[config.mk]
export PLATFORM = sky130hd
export DESIGN_NAME = cpwm_staged_update
export DESIGN_NICKNAME = d
export VERILOG_FILES = /design/src/rtl/cpwm_pkg.sv /design/src/rtl/cpwm_carrier.sv /design/src/rtl/cpwm_stage.sv /design/src/rtl/cpwm_phase.sv /design/src/rtl/cpwm_staged_update.sv
export SDC_FILE = /design/constraint.sdc
export NUM_CORES = 1
export LEC_CHECK = 0
export BUFFER_PORTS_ARGS = -buffer_cell sky130_fd_sc_hd__buf_4
export CAP_MARGIN = 20
export CORE_UTILIZATION = 60
export CTS_CLUSTER_SIZE = 8
export DETAILED_ROUTE_END_ITERATION = 8
export GPL_TIMING_DRIVEN = 0
export PLACE_DENSITY = 0.86
export SETUP_SLACK_MARGIN = 0.1
export SKIP_CTS_REPAIR_TIMING = 1
export SYNTH_ARGS = -nofsm -noshare
export SYNTH_HDL_FRONTEND = slang
export SYNTH_SLANG_ARGS = --single-unit
[constraint.sdc]
create_clock -name clk -period 12.6 [get_ports clk]
set_clock_uncertainty 0.15 [all_clocks]
set_input_delay 0.63 -clock clk [delete_from_list [all_inputs] [get_ports clk]]
set_output_delay 0.63 -clock clk [all_outputs]
set_load 0.05 [all_outputs]
[src/rtl/cpwm_pkg.sv]
`timescale 1ns/1ps
package cpwm_pkg;
  localparam int NPH = 3;
  typedef enum logic [1:0] {
    IV_OPEN = 2'd0,
    IV_PRE_CREST = 2'd1,
    IV_PRE_TROUGH = 2'd2
  } ival_e;
endpackage

[src/rtl/cpwm_carrier.sv]
`timescale 1ns/1ps
module cpwm_carrier
  import cpwm_pkg::*;
#(
  parameter int CW = 16
) (
  input  logic          clk,
  input  logic          rst_n,
  input  logic [CW-1:0] peak,
  input  logic [CW-1:0] dead,
  output logic [CW-1:0] ct,
  output logic          up,
  output ival_e         iv,
  output logic          crest_ev,
  output logic          trough_ev
);
  logic [CW:0] ct_plus_dead;

  assign ct_plus_dead = {1'b0, ct} + {1'b0, dead};
  assign crest_ev  = up && (ct >= peak);
  assign trough_ev = !up && (ct == '0);

  always_comb begin
    if (up && (ct_plus_dead >= {1'b0, peak})) iv = IV_PRE_CREST;
    else if (!up && (ct <= dead))             iv = IV_PRE_TROUGH;
    else                                      iv = IV_OPEN;
  end

  always_ff @(posedge clk) begin
    if (!rst_n) begin
      ct <= '0;
      up <= 1'b1;
    end else if (crest_ev) begin
      up <= 1'b0;
      ct <= (ct == '0) ? '0 : ct - 1'b1;
    end else if (trough_ev) begin
      up <= 1'b1;
      ct <= ct + 1'b1;
    end else begin
      ct <= up ? ct + 1'b1 : ct - 1'b1;
    end
  end
endmodule

[src/rtl/cpwm_stage.sv]
`timescale 1ns/1ps
module cpwm_stage
  import cpwm_pkg::*;
#(
  parameter int CW       = 16,
  parameter int AW       = 4,
  parameter int RST_PEAK = 100,
  parameter int RST_DEAD = 4,
  parameter int RST_DUTY = 50
) (
  input  logic                    clk,
  input  logic                    rst_n,
  input  logic                    wr_valid,
  input  logic [AW-1:0]           wr_addr,
  input  logic [CW-1:0]           wr_data,
  input  logic [AW-1:0]           rd_addr,
  output logic [CW-1:0]           rd_data,
  input  ival_e                   iv,
  input  logic                    crest_ev,
  input  logic                    trough_ev,
  input  logic                    at_crest,
  output logic [NPH-1:0][CW-1:0]  tmp_duty,
  output logic [NPH+1:0][CW-1:0]  cmp_q,
  output logic                    pend,
  output logic                    cmp_ld
);
  localparam int NV       = NPH + 2;
  localparam int ARM_IDX  = NPH - 1;
  localparam int CMP_BASE = 1 << (AW - 1);

  function automatic logic [CW-1:0] rst_val(input int i);
    if (i < NPH)       return CW'(RST_DUTY);
    else if (i == NPH) return CW'(RST_PEAK);
    else               return CW'(RST_DEAD);
  endfunction

  logic [NV-1:0][CW-1:0] buf_q, buf_nxt, tmp_q;
  logic arm, tload;

  assign arm    = wr_valid && (wr_addr == AW'(ARM_IDX));
  assign tload  = (arm || pend) && ((iv == IV_OPEN) || crest_ev || trough_ev);
  assign cmp_ld = at_crest ? crest_ev : trough_ev;

  for (genvar g = 0; g < NV; g++) begin : g_slot
    assign buf_nxt[g] = (wr_valid && (wr_addr == AW'(g))) ? wr_data : buf_q[g];

    always_ff @(posedge clk) begin
      if (!rst_n) begin
        buf_q[g] <= rst_val(g);
        tmp_q[g] <= rst_val(g);
        cmp_q[g] <= rst_val(g);
      end else begin
        buf_q[g] <= buf_nxt[g];
        if (tload)  tmp_q[g] <= buf_nxt[g];
        if (cmp_ld) cmp_q[g] <= tmp_q[g];
      end
    end
  end

  for (genvar g = 0; g < NPH; g++) begin : g_tmp_out
    assign tmp_duty[g] = tmp_q[g];
  end

  always_ff @(posedge clk) begin
    if (!rst_n) pend <= 1'b0;
    else        pend <= (arm || pend) && !tload;
  end

  always_comb begin
    rd_data = '0;
    for (int i = 0; i < NV; i++) begin
      if (rd_addr == AW'(i))            rd_data = buf_q[i];
      if (rd_addr == AW'(CMP_BASE + i)) rd_data = cmp_q[i];
    end
  end
endmodule

[src/rtl/cpwm_phase.sv]
`timescale 1ns/1ps
module cpwm_phase #(
  parameter int CW = 16
) (
  input  logic          clk,
  input  logic          rst_n,
  input  logic [CW-1:0] ct,
  input  logic          up,
  input  logic [CW-1:0] duty_act,
  input  logic [CW-1:0] duty_new,
  input  logic          dual,
  input  logic [CW-1:0] dead,
  input  logic          lvl_p,
  input  logic          lvl_n,
  output logic          pwm_p,
  output logic          pwm_n
);
  logic          st, st_nxt, hit, drv_p, drv_n;
  logic [CW-1:0] dtc;

  assign hit    = (ct == duty_act) || (dual && (ct == duty_new));
  assign st_nxt = hit ? up : st;

  always_ff @(posedge clk) begin
    if (!rst_n) begin
      st  <= 1'b0;
      dtc <= '0;
    end else begin
      st <= st_nxt;
      if (st_nxt != st)   dtc <= dead;
      else if (dtc != '0) dtc <= dtc - 1'b1;
    end
  end

  assign drv_p = st && (dtc == '0);
  assign drv_n = !st && (dtc == '0);
  assign pwm_p = lvl_p ? drv_p : !drv_p;
  assign pwm_n = lvl_n ? drv_n : !drv_n;
endmodule

[src/rtl/cpwm_staged_update.sv]
`timescale 1ns/1ps
module cpwm_staged_update
  import cpwm_pkg::*;
#(
  parameter int CW       = 16,
  parameter int AW       = 4,
  parameter int RST_PEAK = 100,
  parameter int RST_DEAD = 4,
  parameter int RST_DUTY = 50
) (
  input  logic           clk,
  input  logic           rst_n,
  input  logic           wr_valid,
  output logic           wr_ready,
  input  logic [AW-1:0]  wr_addr,
  input  logic [CW-1:0]  wr_data,
  input  logic [AW-1:0]  rd_addr,
  output logic [CW-1:0]  rd_data,
  input  logic           xfer_at_crest,
  input  logic           lvl_p,
  input  logic           lvl_n,
  output logic [2:0]     pwm_p,
  output logic [2:0]     pwm_n,
  output logic [1:0]     ival,
  output logic           xfer_pend
);
  localparam int NV       = NPH + 2;
  localparam int IDX_PEAK = NPH;
  localparam int IDX_DEAD = NPH + 1;

  logic [NPH-1:0][CW-1:0] tmp_duty;
  logic [NV-1:0][CW-1:0]  cmp_q;
  logic [CW-1:0]          ct;
  logic                   up, crest_ev, trough_ev, cmp_ld, dual;
  ival_e                  iv;

  assign wr_ready = 1'b1;

  cpwm_carrier #(.CW(CW)) u_carrier (
    .clk(clk), .rst_n(rst_n),
    .peak(cmp_q[IDX_PEAK]), .dead(cmp_q[IDX_DEAD]),
    .ct(ct), .up(up), .iv(iv),
    .crest_ev(crest_ev), .trough_ev(trough_ev)
  );

  cpwm_stage #(
    .CW(CW), .AW(AW), .RST_PEAK(RST_PEAK), .RST_DEAD(RST_DEAD), .RST_DUTY(RST_DUTY)
  ) u_stage (
    .clk(clk), .rst_n(rst_n),
    .wr_valid(wr_valid), .wr_addr(wr_addr), .wr_data(wr_data),
    .rd_addr(rd_addr), .rd_data(rd_data),
    .iv(iv), .crest_ev(crest_ev), .trough_ev(trough_ev), .at_crest(xfer_at_crest),
    .tmp_duty(tmp_duty), .cmp_q(cmp_q), .pend(xfer_pend), .cmp_ld(cmp_ld)
  );

  assign dual = xfer_at_crest ? (iv == IV_PRE_TROUGH) : (iv == IV_PRE_CREST);

  for (genvar g = 0; g < NPH; g++) begin : g_phase
    cpwm_phase #(.CW(CW)) u_phase (
      .clk(clk), .rst_n(rst_n),
      .ct(ct), .up(up),
      .duty_act(cmp_q[g]), .duty_new(tmp_duty[g]), .dual(dual),
      .dead(cmp_q[IDX_DEAD]),
      .lvl_p(lvl_p), .lvl_n(lvl_n),
      .pwm_p(pwm_p[g]), .pwm_n(pwm_n[g])
    );
  end

  assign ival = iv;
endmodule

Yosys cells after proc, flatten, opt, wreduce, memory -nomap -nowiden
Cells that the tools add are included.
W data, S select, Z words.
{"block": "op_classes", "add_sub_neg": 6, "n_lt_le_gt_ge": 3, "eq_ne": 24, "mux": 40, "reduce_logical": 51}
{"cell": "$mux W16", "n": 25}
{"cell": "$eq A16 B16 Y1", "n": 6}
{"cell": "$logic_not A16 Y1", "n": 4}
{"cell": "$sub A16 B1 Y16 const B", "n": 4}
{"cell": "$reduce_bool A16 Y1", "n": 3}
{"cell": "$eq A4 B4 Y1 const B", "n": 5}
{"cell": "$logic_and A1 B1 Y1", "n": 20}
{"cell": "$add A16 B16 Y17", "n": 1}
{"cell": "$ge A17 B16 Y1", "n": 1}
{"cell": "$add A16 B1 Y16 const B", "n": 1}
{"cell": "$eq A4 B2 Y1 const B", "n": 4}
{"cell": "$ge A16 B16 Y1", "n": 1}
{"cell": "$le A16 B16 Y1", "n": 1}
{"cell": "$mux W1", "n": 13}
{"cell": "$logic_not A1 Y1", "n": 11}
{"cell": "$eq A4 B1 Y1 const B", "n": 2}
{"cell": "$eq A4 B3 Y1 const B", "n": 2}
{"cell": "$logic_not A4 Y1", "n": 2}
{"cell": "$reduce_bool A2 Y1", "n": 4}
{"cell": "$logic_or A1 B1 Y1", "n": 6}
{"cell": "$mux W2", "n": 2}
{"cell": "$ne A1 B1 Y1", "n": 3}
{"cell": "$eq A2 B1 Y1 const B", "n": 1}
{"cell": "$eq A2 B2 Y1 const B", "n": 1}
{"cell": "$logic_not A2 Y1", "n": 1}
{"block": "totals", "ff_bits": 309, "output_inout_bits": 26}

Logic depth before layout (Yosys ltp)
Gate-level depths: netlist of run 1.
{"block": "logic_depth", "word_depth": 11, "depth_mapped": 21, "ltp_nobuf": 20}

By module
A second synthesis of run 1 with hierarchy kept.
{"block": "hier_totals", "cells_unflattened": 2104, "area_unflattened_um2": 18363.9}
{"module": "cpwm_stage", "n_inst": 1, "cells_per_inst": 1156, "area_each_um2": 10759.1}
{"module": "cpwm_carrier", "n_inst": 1, "cells_per_inst": 410, "area_each_um2": 3139.3}
{"module": "cpwm_phase (g_phase[1].u_phase ...)", "n_inst": 2, "cells_per_inst": 180, "area_each_um2": 1465.2}
{"module": "cpwm_phase (g_phase[0].u_phase)", "n_inst": 1, "cells_per_inst": 173, "area_each_um2": 1501.4}
{"module": "cpwm_staged_update", "n_inst": 1, "cells_per_inst": 5, "area_each_um2": 33.8}

Worst setup path before layout of run 1
OpenSTA, ideal clock, no wires.
{"block": "synth_path", "path_type": "register -> output", "startpoint": "reg u_stage.cmp_q[70] in the netlist's numbering", "endpoint": "out ival[0]", "arrival_ns": 4.082, "path_slack_ns": 7.738, "stages_incl_launch_ff": 19, "n_path_buf": 0, "path_cell_list": "dfxtp_1 inv_1 ha_1 or3b_1 a31oi_1 nor2_1 a2111oi_4 nor3_2 o21ba_2 nor2_1 xnor2_1 ha_1 nand3_1 nor3_1 nand2_1 a21o_1 nand4_1 a21oi_4 nor2b_1"}
{"block": "synth_between", "elab_chain_len": 4}
{"item": "start: declaration", "line": "cpwm_stage.sv:23", "source": "output logic [NPH+1:0][CW-1:0] cmp_q,"}
{"item": "start signal: indexed assignment", "line": "cpwm_stage.sv:51", "source": "cmp_q[g] <= rst_val(g);"}
{"item": "start signal: indexed assignment", "line": "cpwm_stage.sv:55", "source": "if (cmp_ld) cmp_q[g] <= tmp_q[g];"}
{"item": "$add A16 B16 Y17", "line": "cpwm_carrier.sv:19", "source": "assign ct_plus_dead = {1'b0, ct} + {1'b0, dead};"}
{"item": "$ge A17 B16 Y1", "line": "cpwm_carrier.sv:24", "source": "if (up && (ct_plus_dead >= {1'b0, peak})) iv = IV_PRE_CREST;"}
{"item": "$logic_and A1 B1 Y1", "line": "cpwm_carrier.sv:24"}
{"item": "$mux W2", "line": "cpwm_carrier.sv:24"}
{"item": "end: declaration", "line": "cpwm_staged_update.sv:24", "source": "output logic [1:0] ival,"}
Every way passes these cells.

Final worst setup path of run 1
{"block": "layout_path", "startpoint": "reg u_carrier.ct[1]", "endpoint": "out ival[0]"}
{"block": "layout_between", "elab_chain_len": 4}
{"item": "start: declaration", "line": "cpwm_carrier.sv:11", "source": "output logic [CW-1:0] ct,"}
{"item": "start signal: assignment", "line": "cpwm_carrier.sv:35", "source": "ct <= (ct == '0) ? '0 : ct - 1'b1;"}
{"item": "start signal: assignment", "line": "cpwm_carrier.sv:38", "source": "ct <= ct + 1'b1;"}
{"item": "start signal: assignment", "line": "cpwm_carrier.sv:40", "source": "ct <= up ? ct + 1'b1 : ct - 1'b1;"}
{"item": "$add A16 B16 Y17", "line": "cpwm_carrier.sv:19"}
{"item": "$ge A17 B16 Y1", "line": "cpwm_carrier.sv:24"}
{"item": "$logic_and A1 B1 Y1", "line": "cpwm_carrier.sv:24"}
{"item": "$mux W2", "line": "cpwm_carrier.sv:24"}
Every way passes these cells.

==> results.yml, run 1 <==
synth:
  synth_top_area_share_pct: 35.6
  synth.avg_cell_area_um2: 8.59
  synth.distinct_cells: 84
  yosys-top-cells-area: "dfxtp_1 36%, xnor2_1 6.3%, mux2i_1 6.1%, nand2_1 5.3%, mux2_2 5.3%"
  yosys_warnings: 0
  synthCells: 2020
  synth_area_mm2: 0.0174
  synth_common_cells: "309 x dfxtp_1, 245 x nand2_1, 170 x nor2_1, 125 x xnor2_1, 119 x a21oi_1"
  synth-main-ff-cell: "dfxtp_1"
  syn_nets: 2120
  synth_top_cell_by_area: "dfxtp_1"
  yosysMostFrequentCell: "dfxtp_1"
  synth_edf_count: 0
  async_reset_ff_share_pct: 0
  synth-seq-cells: 309
  synth-seq-area-share_pct: 35.6
clock_network:
  cts.path.max_buffers: 3
  cts.clk_slew.worst_paths_ps: 50
  cts.sink_count: 309
  cts_tree: "built"
  h-tree-depth: 2
  clkLatencyLatePin_ps: 570
  cts_buffers: 44
  clockRootBuffer: "clkbuf_16"
route:
  drtIter0Drc: 2409
  first_pass_iters: 7
  wire_per_inst_um: 25.0
  vias_per_cell: 6.54
  postRouteAntennaNets: 0
  drt-total-wl_um: 62500
  drc: 0
  vias: 16362
cells_and_area:
  fin_nets: 2222
  area_delta_synth_final_pct: 12.0
  n_antenna_cell: 0
  drive_gt1_share_pct: 11.6
grt:
  antenna_found_initial: 0
  grt_max_degree: 14
  grt_pass1_vias: 15439
  grt_overflow: 0
  grt_usage_pct: 42.1
  grt_first_pass_wirelength_um: 91900
die:
  dieArea_mm2: 0.0296
  initial_core_util_pct: 61.8
  core_mm2: 0.0281
  ioPinCount: 56
  num_rows: 61
  fp.dieW_um: 172
  die_y_um: 172
worst_hold_path:
  hp-class: "primary input to flip-flop"
setup_path:
  cp-end-kind: "primary output"
  cp-start-kind: "flip-flop"
  critPathMaxFanout: 9
  critPathKind: "flip-flop to primary output"
  worstPathArrival_ps: 5900
  cp.required_ps: 11820
sta:
  final-setup-viol-count: 0
  hold_viol_final: 0
  slew-limit-headroom_pct: 22.2
  finalCritPeriodShare_pct: 53.0
  fmax_ghz: 0.150
  fin_crit_ps: 6680
  fin_setup_tns_ps: 0
  rsz0062_at_grt: "no"
  worst_pin_slew_ps: 1160
  drv_slew: 0
  timing.final.ws_setup_ps: 5920
place:
  portBuffers: 51
  gp_congestion: 1.05
  dp_slack_ps: 6660
  hpwl_um: 47000
status:
  status: "finished, final reports clean"
flow_run:
  max_cap_viol_count: 0
pwr:
  powerDensity_mw_per_mm2: 187
  leakage_nw: 7.82
  max-vdd-ir-drop_v: 0.000116
worst max-delay path, stage by stage (launching register included):
cell and delay, ps:
dfxtp_1 530, buf_6 230, inv_1 160, fa_1 460, nor2_1 150, o21ai_0 150, nand4b_1 210, a2111oi_4 120
nor3_2 540, o21ba_2 210, nor2_1 40, xnor2_1 130, ha_1 290, a21o_1 160, a2111oi_0 810, nand4_1 500
a21oi_4 320, nor2b_1 110, buf_4 200
metrics by stage:
| step | hold slack, ps | cells | util, % | area (µm²) | power, mW |
|---|---|---|---|---|---|
| 5_1_grt | 262 | 2503 | 69.2 | 19400 | 3.78 |
| 6_report | 244 | 2503 | 69.2 | 19400 | 3.63 |
| 3_3_place_gp | 285 | 2449 | 64.8 | 18200 | 2.49 |
| 2_1_floorplan | 282 | 2020 | - | 17400 | 2.15 |
| 4_1_cts | 242 | 2501 | 69.1 | 19400 | 3.59 |
| 3_5_place_dp | 292 | 2452 | 65.0 | 18200 | 2.53 |
per-layer routing:
metal | routed length [µm] | vias up | track usage, %
met5 | 0 | - | 0
met4 | 4120 | 0 | 24.1
met3 | 7380 | 249 | 8.88
met2 | 26100 | 1100 | 63.8
met1 | 24800 | 7694 | 55.3
li1 | - | 7319 | -
cells in the final DEF, fill, tap and decap left out, drive strengths merged, types with 19 or more instances in the layout:
cell      n
a21oi   120
a22oi    27
and2     73
buf     101
clkbuf  132
dfxtp   309
ha       69
inv      63
mux2     82
mux2i   106
nand2   245
nand2b   27
nand3    55
nand4    40
nor2    171
nor3     46
nor4     19
o21ai    30
o22ai    26
xnor2   125
xor2     28
path summary, 6_finish.rpt:
| kind | start | to | slack, ps | cells after the start |
|---|---|---|---|---|
| worst max-delay path | u_carrier.ct[1] | ival[0] | 5920 | 18 |
| worst min-delay path | wr_data[15] | u_stage.buf_q[63] | 240 | 3 |
| worst max register to register | u_carrier.ct[1] | g_phase[1].u_phase.dtc[5] | 6430 | 19 |
| worst min register to register | u_stage.tmp_q[74] | u_stage.cmp_q[74] | 300 | 2 |
area by class of cell:
| class | count | area (µm²) |
|---|---|---|
| plain buffers | 131 | 612 |
| clock buffers | 46 | 1120 |
| clock inverters | 3 | 58.8 |
| fillers | 2324 | 8650 |
| inverters | 62 | 233 |
| multi-input cells | 1518 | 10300 |
| flip-flops and latches | 309 | 6190 |
| well taps | 378 | 473 |
| repair buffers | 56 | 413 |
state kept, by name, indices dropped and copies added (netlist names):
| signal | cells |
|---|---|
| u_stage.tmp_duty | 48 |
| u_stage.cmp_q | 80 |
| u_carrier.ct | 16 |
| g_phase.u_phase.dtc | 48 |
| g_phase.u_phase.st | 3 |
| u_stage.buf_q | 80 |
| u_carrier.up | 1 |
| u_stage.pend | 1 |
| u_stage.tmp_q | 32 |
cells by family (layout without fill, tap and decap cells):
family                     count (synthesis)  after routing  synth area share (%)
AOI/OAI and AO/OA                        362            362                  14.5
xor gates and xnor gates                 153            153                  7.72
adders and majority gates                 70             70                  5.09
buffers and inverters                    193            298                  4.87
DFF                                      309            309                  35.6
muxes                                    188            188                  11.5
other                                      1              1                0.0216
and+or+nand+nor                          744            744                  20.7
where the power goes:
| part | total [mW] | internal (mW) | switching, mW | leakage (nW) |
|---|---|---|---|---|
| logic | 1.38 | 0.508 | 0.872 | 4.74 |
| clock network | 1.07 | 0.624 | 0.442 | 0.576 |
| registers | 1.18 | 1.07 | 0.119 | 2.50 |
(Power assumes the default switching activity.)
==> inputs of run 2 (changes only) <==
--- a/config.mk
+++ b/config.mk
@@ -7,7 +7,7 @@
 export LEC_CHECK = 0
 export BUFFER_PORTS_ARGS = -buffer_cell sky130_fd_sc_hd__buf_4
 export CAP_MARGIN = 20
-export CORE_UTILIZATION = 60
+export CORE_UTILIZATION = 57
 export CTS_CLUSTER_SIZE = 8
 export DETAILED_ROUTE_END_ITERATION = 8
 export GPL_TIMING_DRIVEN = 0
==> constraint.sdc (replaced) <==
create_clock -name clk -period 5.87 [get_ports clk]
set_clock_uncertainty 0.15 [all_clocks]
set_input_delay 0.2935 -clock clk [delete_from_list [all_inputs] [get_ports clk]]
set_output_delay 0.2935 -clock clk [all_outputs]
set_load 0.05 [all_outputs]
==> results.yml, run 2 (synthesis results as in run 1) <==
setup_path:
  cp-end-kind: "primary output"
  r2r_end: "u_stage.tmp_duty[37]"
  critPathKind: "flip-flop to primary output"
  reg2reg_depth: 20
  r2r-start: "u_carrier.ct[7]"
  critPathMaxFanout: 8
  reg2reg_slack_ps: 280
  worstPathArrival_ps: 5210
  cp-start-kind: "flip-flop"
  cp.required_ps: 5430
route:
  drtIter0Drc: 1957
  drt-total-wl_um: 62100
  postRouteAntennaNets: 0
  vias_per_cell: 6.47
  first_pass_iters: 7
  vias: 16324
  drc: 0
  wire_per_inst_um: 24.6
sta:
  rsz0062_at_grt: "no"
  fmax_ghz: 0.177
  drv_slew: 0
  final-setup-viol-count: 0
  worst_pin_slew_ps: 1180
  finalCritPeriodShare_pct: 96.4
  timing.final.ws_setup_ps: 213
  fin_crit_ps: 5660
  worst_hold_slack_ps: -29.6
  hold_viol_final: 6
  slew-limit-headroom_pct: 20.7
  fin_setup_tns_ps: 0
die:
  core_mm2: 0.0298
  num_rows: 63
  die_y_um: 177
  initial_core_util_pct: 58.3
  ioPinCount: 56
  dieArea_mm2: 0.0312
  fp.dieW_um: 177
grt:
  grt_pass1_vias: 15643
  antenna_found_initial: 0
  grt_first_pass_wirelength_um: 92400
  grt_overflow: 0
  grt_max_degree: 13
  grt_usage_pct: 39.4
cells_and_area:
  area_delta_synth_final_pct: 12.7
  reg_top3: "u_stage.buf_q x80, u_stage.cmp_q x80"
  finish.cell_count_without_fillers: 2524
  n_antenna_cell: 0
  fin_nets: 2231
  drive_gt1_share_pct: 11.8
  final_common_cell: "dfxtp_1"
  layout_common_cells: "305 x dfxtp_1, 245 x nand2_1, 170 x nor2_1, 125 x xnor2_1, 119 x a21oi_1"
  final_core_util_pct: 65.6
status:
  violations: "hold timing"
  status: "complete, but fails checks"
worst_hold_path:
  hold_end: "u_stage.buf_q[48]"
  whs_path_depth: 3
  hp-class: "primary input to flip-flop"
  hp-start: "wr_data[0]"
clock_network:
  cts.clk_slew.worst_paths_ps: 50
  cts_buffers: 44
  cts.path.max_buffers: 3
  cts.sink_count: 309
  clockRootBuffer: "clkbuf_16"
  clkLatencyLatePin_ps: 550
  h-tree-depth: 2
  cts_tree: "built"
place:
  dp_slack_ps: 107
  portBuffers: 51
  hpwl_um: 46700
  dp_cells: 2463
  gp_congestion: 1.02
flow_run:
  max_cap_viol_count: 0
pwr:
  max-vdd-ir-drop_v: 0.000231
  powerDensity_mw_per_mm2: 396
  leakage_nw: 7.87
-- run 2: changes by cell type in the layout (fill, tap and decap cells not counted), moves of 2 or more --
cell / change
dfxtp_1: -4
clkbuf_1: +2
dlygate4sd3_1: +8
dfxtp_2: +4
-- run 2: stage by stage --
step                instance area [µm²]  total power, mW  hold WS, ps
detailed placement                18300             5.39          291
global placement                  18200             5.31          287
floorplan                         17400             4.62          282
finish                            19600             7.74        -29.6
CTS                               19400             7.63        -91.8
global route                      19600             8.08         3.76
-- run 2: how the worst max path moves through the flow --
stage          cells past startpoint              start                          to  slack (ps)
2_1_floorplan                     18  u_stage.cmp_q[70]   g_phase[1].u_phase.dtc[5]        1130
3_3_place_gp                      17  u_stage.cmp_q[71]  g_phase[1].u_phase.dtc[14]         160
3_5_place_dp                      17  u_stage.cmp_q[71]  g_phase[1].u_phase.dtc[14]         110
4_1_cts                           17  u_stage.cmp_q[71]                     ival[0]         -70
5_1_grt                           19    u_carrier.ct[7]                     ival[0]         130
6_report                          19    u_carrier.ct[7]                     ival[0]         210
-- run 2: cell type report --
class / instances / area [µm²]
Multi-Input combinational cell: 1518 / 10400
Fill cell: 2428 / 10200
Sequential cell: 309 / 6190
Clock buffer: 47 / 1110
Buffer: 131 / 612
Timing Repair Buffer: 65 / 503
Tap cell: 390 / 488
Inverter: 62 / 233
Clock inverter: 2 / 50.0
-- run 2: routing by layer --
layer	global-route usage [%]	up-vias	share of wire, %
li1	-	7332	-
met3	10.6	213	12
met4	20.7	0	5.6
met1	50.1	7743	39
met2	61.0	1036	44
met5	0	-	0
-- run 2: report_power, final --
part           internal (mW)  leakage (nW)  switching [mW]
clock                   1.33         0.567           0.927
sequential              2.29          2.51           0.252
combinational           1.11          4.80            1.84
total                   4.72          7.87            3.02
-- run 2: critical path: stages (launching register included) --
cell and delay [ps]:
dfxtp_1 760, ha_1 330, inv_1 100, a21o_1 230
nand4b_1 320, a2111oi_4 570, nor3_4 130, o21ba_2 220
nor2_1 100, xnor2_1 90, ha_1 290, nand3_1 110
nor3_1 270, nand2_1 110, a21o_1 210, nand4_1 100
buf_4 170, a21oi_4 50, nor2b_1 250, buf_4 250
==> inputs of run 3 (changes only) <==
--- a/config.mk
+++ b/config.mk
@@ -11,6 +11,7 @@
 export CTS_CLUSTER_SIZE = 8
 export DETAILED_ROUTE_END_ITERATION = 8
 export GPL_TIMING_DRIVEN = 0
+export MAX_ROUTING_LAYER = met4
 export PLACE_DENSITY = 0.86
 export SETUP_SLACK_MARGIN = 0.1
 export SKIP_CTS_REPAIR_TIMING = 1
==> results.yml, run 3 (synthesis results as in run 1) <==
status:
  status: "complete, but fails checks"
  violations: "hold timing"
sta:
  finalCritPeriodShare_pct: 96.0
  fin_crit_ps: 5640
  fmax_ghz: 0.177
  slew-limit-headroom_pct: 17.2
  timing.final.ws_setup_ps: 233
  drv_slew: 0
  final-setup-viol-count: 0
  hold_viol_final: 5
  worst_hold_slack_ps: -31.7
  rsz0062_at_grt: "no"
  worst_pin_slew_ps: 1230
  fin_setup_tns_ps: 0
place:
  hpwl_um: 45800
  dp_slack_ps: 165
  dp_cells: 2464
  gp_congestion: 1.04
  portBuffers: 51
die:
  die_y_um: 177
  fp.dieW_um: 177
  num_rows: 63
  ioPinCount: 56
  initial_core_util_pct: 58.3
  dieArea_mm2: 0.0312
  core_mm2: 0.0298
clock_network:
  cts.clk_slew.worst_paths_ps: 50
  cts_tree: "built"
  cts.path.max_buffers: 3
  h-tree-depth: 2
  clockRootBuffer: "clkbuf_16"
  cts.sink_count: 309
  cts_buffers: 45
  clkLatencyLatePin_ps: 560
route:
  drtIter0Drc: 2292
  vias: 16667
  route.met3.wl_um: 7910
  vias_per_cell: 6.58
  met2_length_um: 26400
  drt-total-wl_um: 62000
  first_pass_iters: 6
  wire_per_inst_um: 24.5
  m1WireLength_um: 23500
  drc: 0
  postRouteAntennaNets: 0
  highest_layer: "met4"
cells_and_area:
  layout_common_cells: "308 x dfxtp_1, 245 x nand2_1, 170 x nor2_1, 125 x xnor2_1, 119 x a21oi_1"
  area_delta_synth_final_pct: 13.3
  final_core_util_pct: 66.0
  final_common_cell: "dfxtp_1"
  n_antenna_cell: 0
  reg_top3: "u_stage.buf_q x80, u_stage.cmp_q x80"
  drive_gt1_share_pct: 12.0
  finish.cell_count_without_fillers: 2532
  fin_nets: 2237
setup_path:
  cp_num_buf_inv: 4
  cp-end-kind: "primary output"
  cp.required_ps: 5430
  critPathMaxFanout: 7
  worstPathArrival_ps: 5190
  critPathKind: "flip-flop to primary output"
  cpPeakStageDelay_ps: 520
  path_delay_family: "compound AO/OA/AOI/OAI gates"
  slowest_stage: "a2111oi_4"
  crit_chain: "inv_1, ha_1, inv_1, a21o_1, nand4b_1, a2111oi_4, nor3_4, o21ba_2, nor2_1, xnor2_1, ha_1, a21o_1, a2111oi_2, nand4_1, buf_4, a21oi_4, nor2b_1, buf_4"
  cp-start-kind: "flip-flop"
pwr:
  p_switching_mw: 3.08
  p_total_mw: 7.85
  clkPwrFrac_pct: 29.7
  max-vdd-ir-drop_v: 0.000255
  power_frac_seq_pct: 32.3
  internal_power_mw: 4.77
  pwr-share-comb_pct: 38.0
  swShare_pct: 39.2
  leakage_nw: 7.92
  powerDensity_mw_per_mm2: 399
grt:
  grt_usage_pct: 40.4
  grt_first_pass_wirelength_um: 92300
  grt_pass1_vias: 15841
  grt_max_degree: 14
  grt_overflow: 0
  antenna_found_initial: 0
worst_hold_path:
  hp-class: "primary input to flip-flop"
flow_run:
  max_cap_viol_count: 0
[run 3: cell types whose count changed in the layout (fill, tap and decap cells not counted), sizes merged]
| cell | previous run | this run |
|---|---|---|
| clkdlybuf4s18 | 1 | 0 |
| clkinvlp | 0 | 1 |
| dlygate4sd3 | 8 | 11 |
| clkinv | 2 | 4 |
| clkbuf | 132 | 133 |
| buf | 102 | 104 |
[run 3: final timing paths]
path | end | startpoint | slack, ps | cells past startpoint
max reg2reg | u_stage.tmp_duty[37] | u_stage.cmp_q[71] | 380 | 21
min reg2reg | u_stage.cmp_q[68] | u_stage.tmp_q[68] | 300 | 2
max | ival[0] | u_stage.cmp_q[71] | 230 | 18
min | u_stage.buf_q[45] | wr_data[13] | -30 | 3
[run 3: cell type report]
cell class	count	area [µm²]
clock buffers	47	1140
well taps	390	488
clock inverters	5	78.8
multi-input cells	1518	10400
repair buffers	70	553
plain buffers	131	612
fillers	2437	10100
inverters	62	233
flip-flops and latches	309	6190
[run 3: per-layer routing]
metal,track usage (%),up-vias
met5,-,-
met2,59.4,1214
met3,9.69,290
met4,23.6,0
met1,50.2,7828
li1,-,7335
[run 3: per-stage QoR]
stage,hold slack [ps],instance area [µm²]
2_1_floorplan,282,17400
3_3_place_gp,288,18200
3_5_place_dp,290,18300
4_1_cts,-76.3,19500
5_1_grt,3.62,19700
6_report,-31.7,19700
[run 3: power by group through the flow]
stage	combinational, mW	sequential, mW	clock (mW)
after floorplan	2.15	2.47	0
after detailed placement	2.85	2.56	0
after global routing	3.22	2.55	2.42
after global placement	2.77	2.55	0
after CTS	2.88	2.52	2.32
final	2.98	2.54	2.33
[run 3: worst register-to-register path, stage by stage (launching register included)]
cell,delay (ps)
dfxtp_1,490
inv_1,180
ha_1,420
inv_1,90
a21o_1,220
nand4b_1,310
a2111oi_4,520
nor3_4,130
o21ba_2,220
nor2_1,110
xnor2_1,100
ha_1,310
nand3_1,100
nor3_1,270
nand2_1,100
a21o_1,210
nand4_1,100
buf_4,170
a21oi_4,50
o221ai_4,500
buf_6,270
mux2_2,360
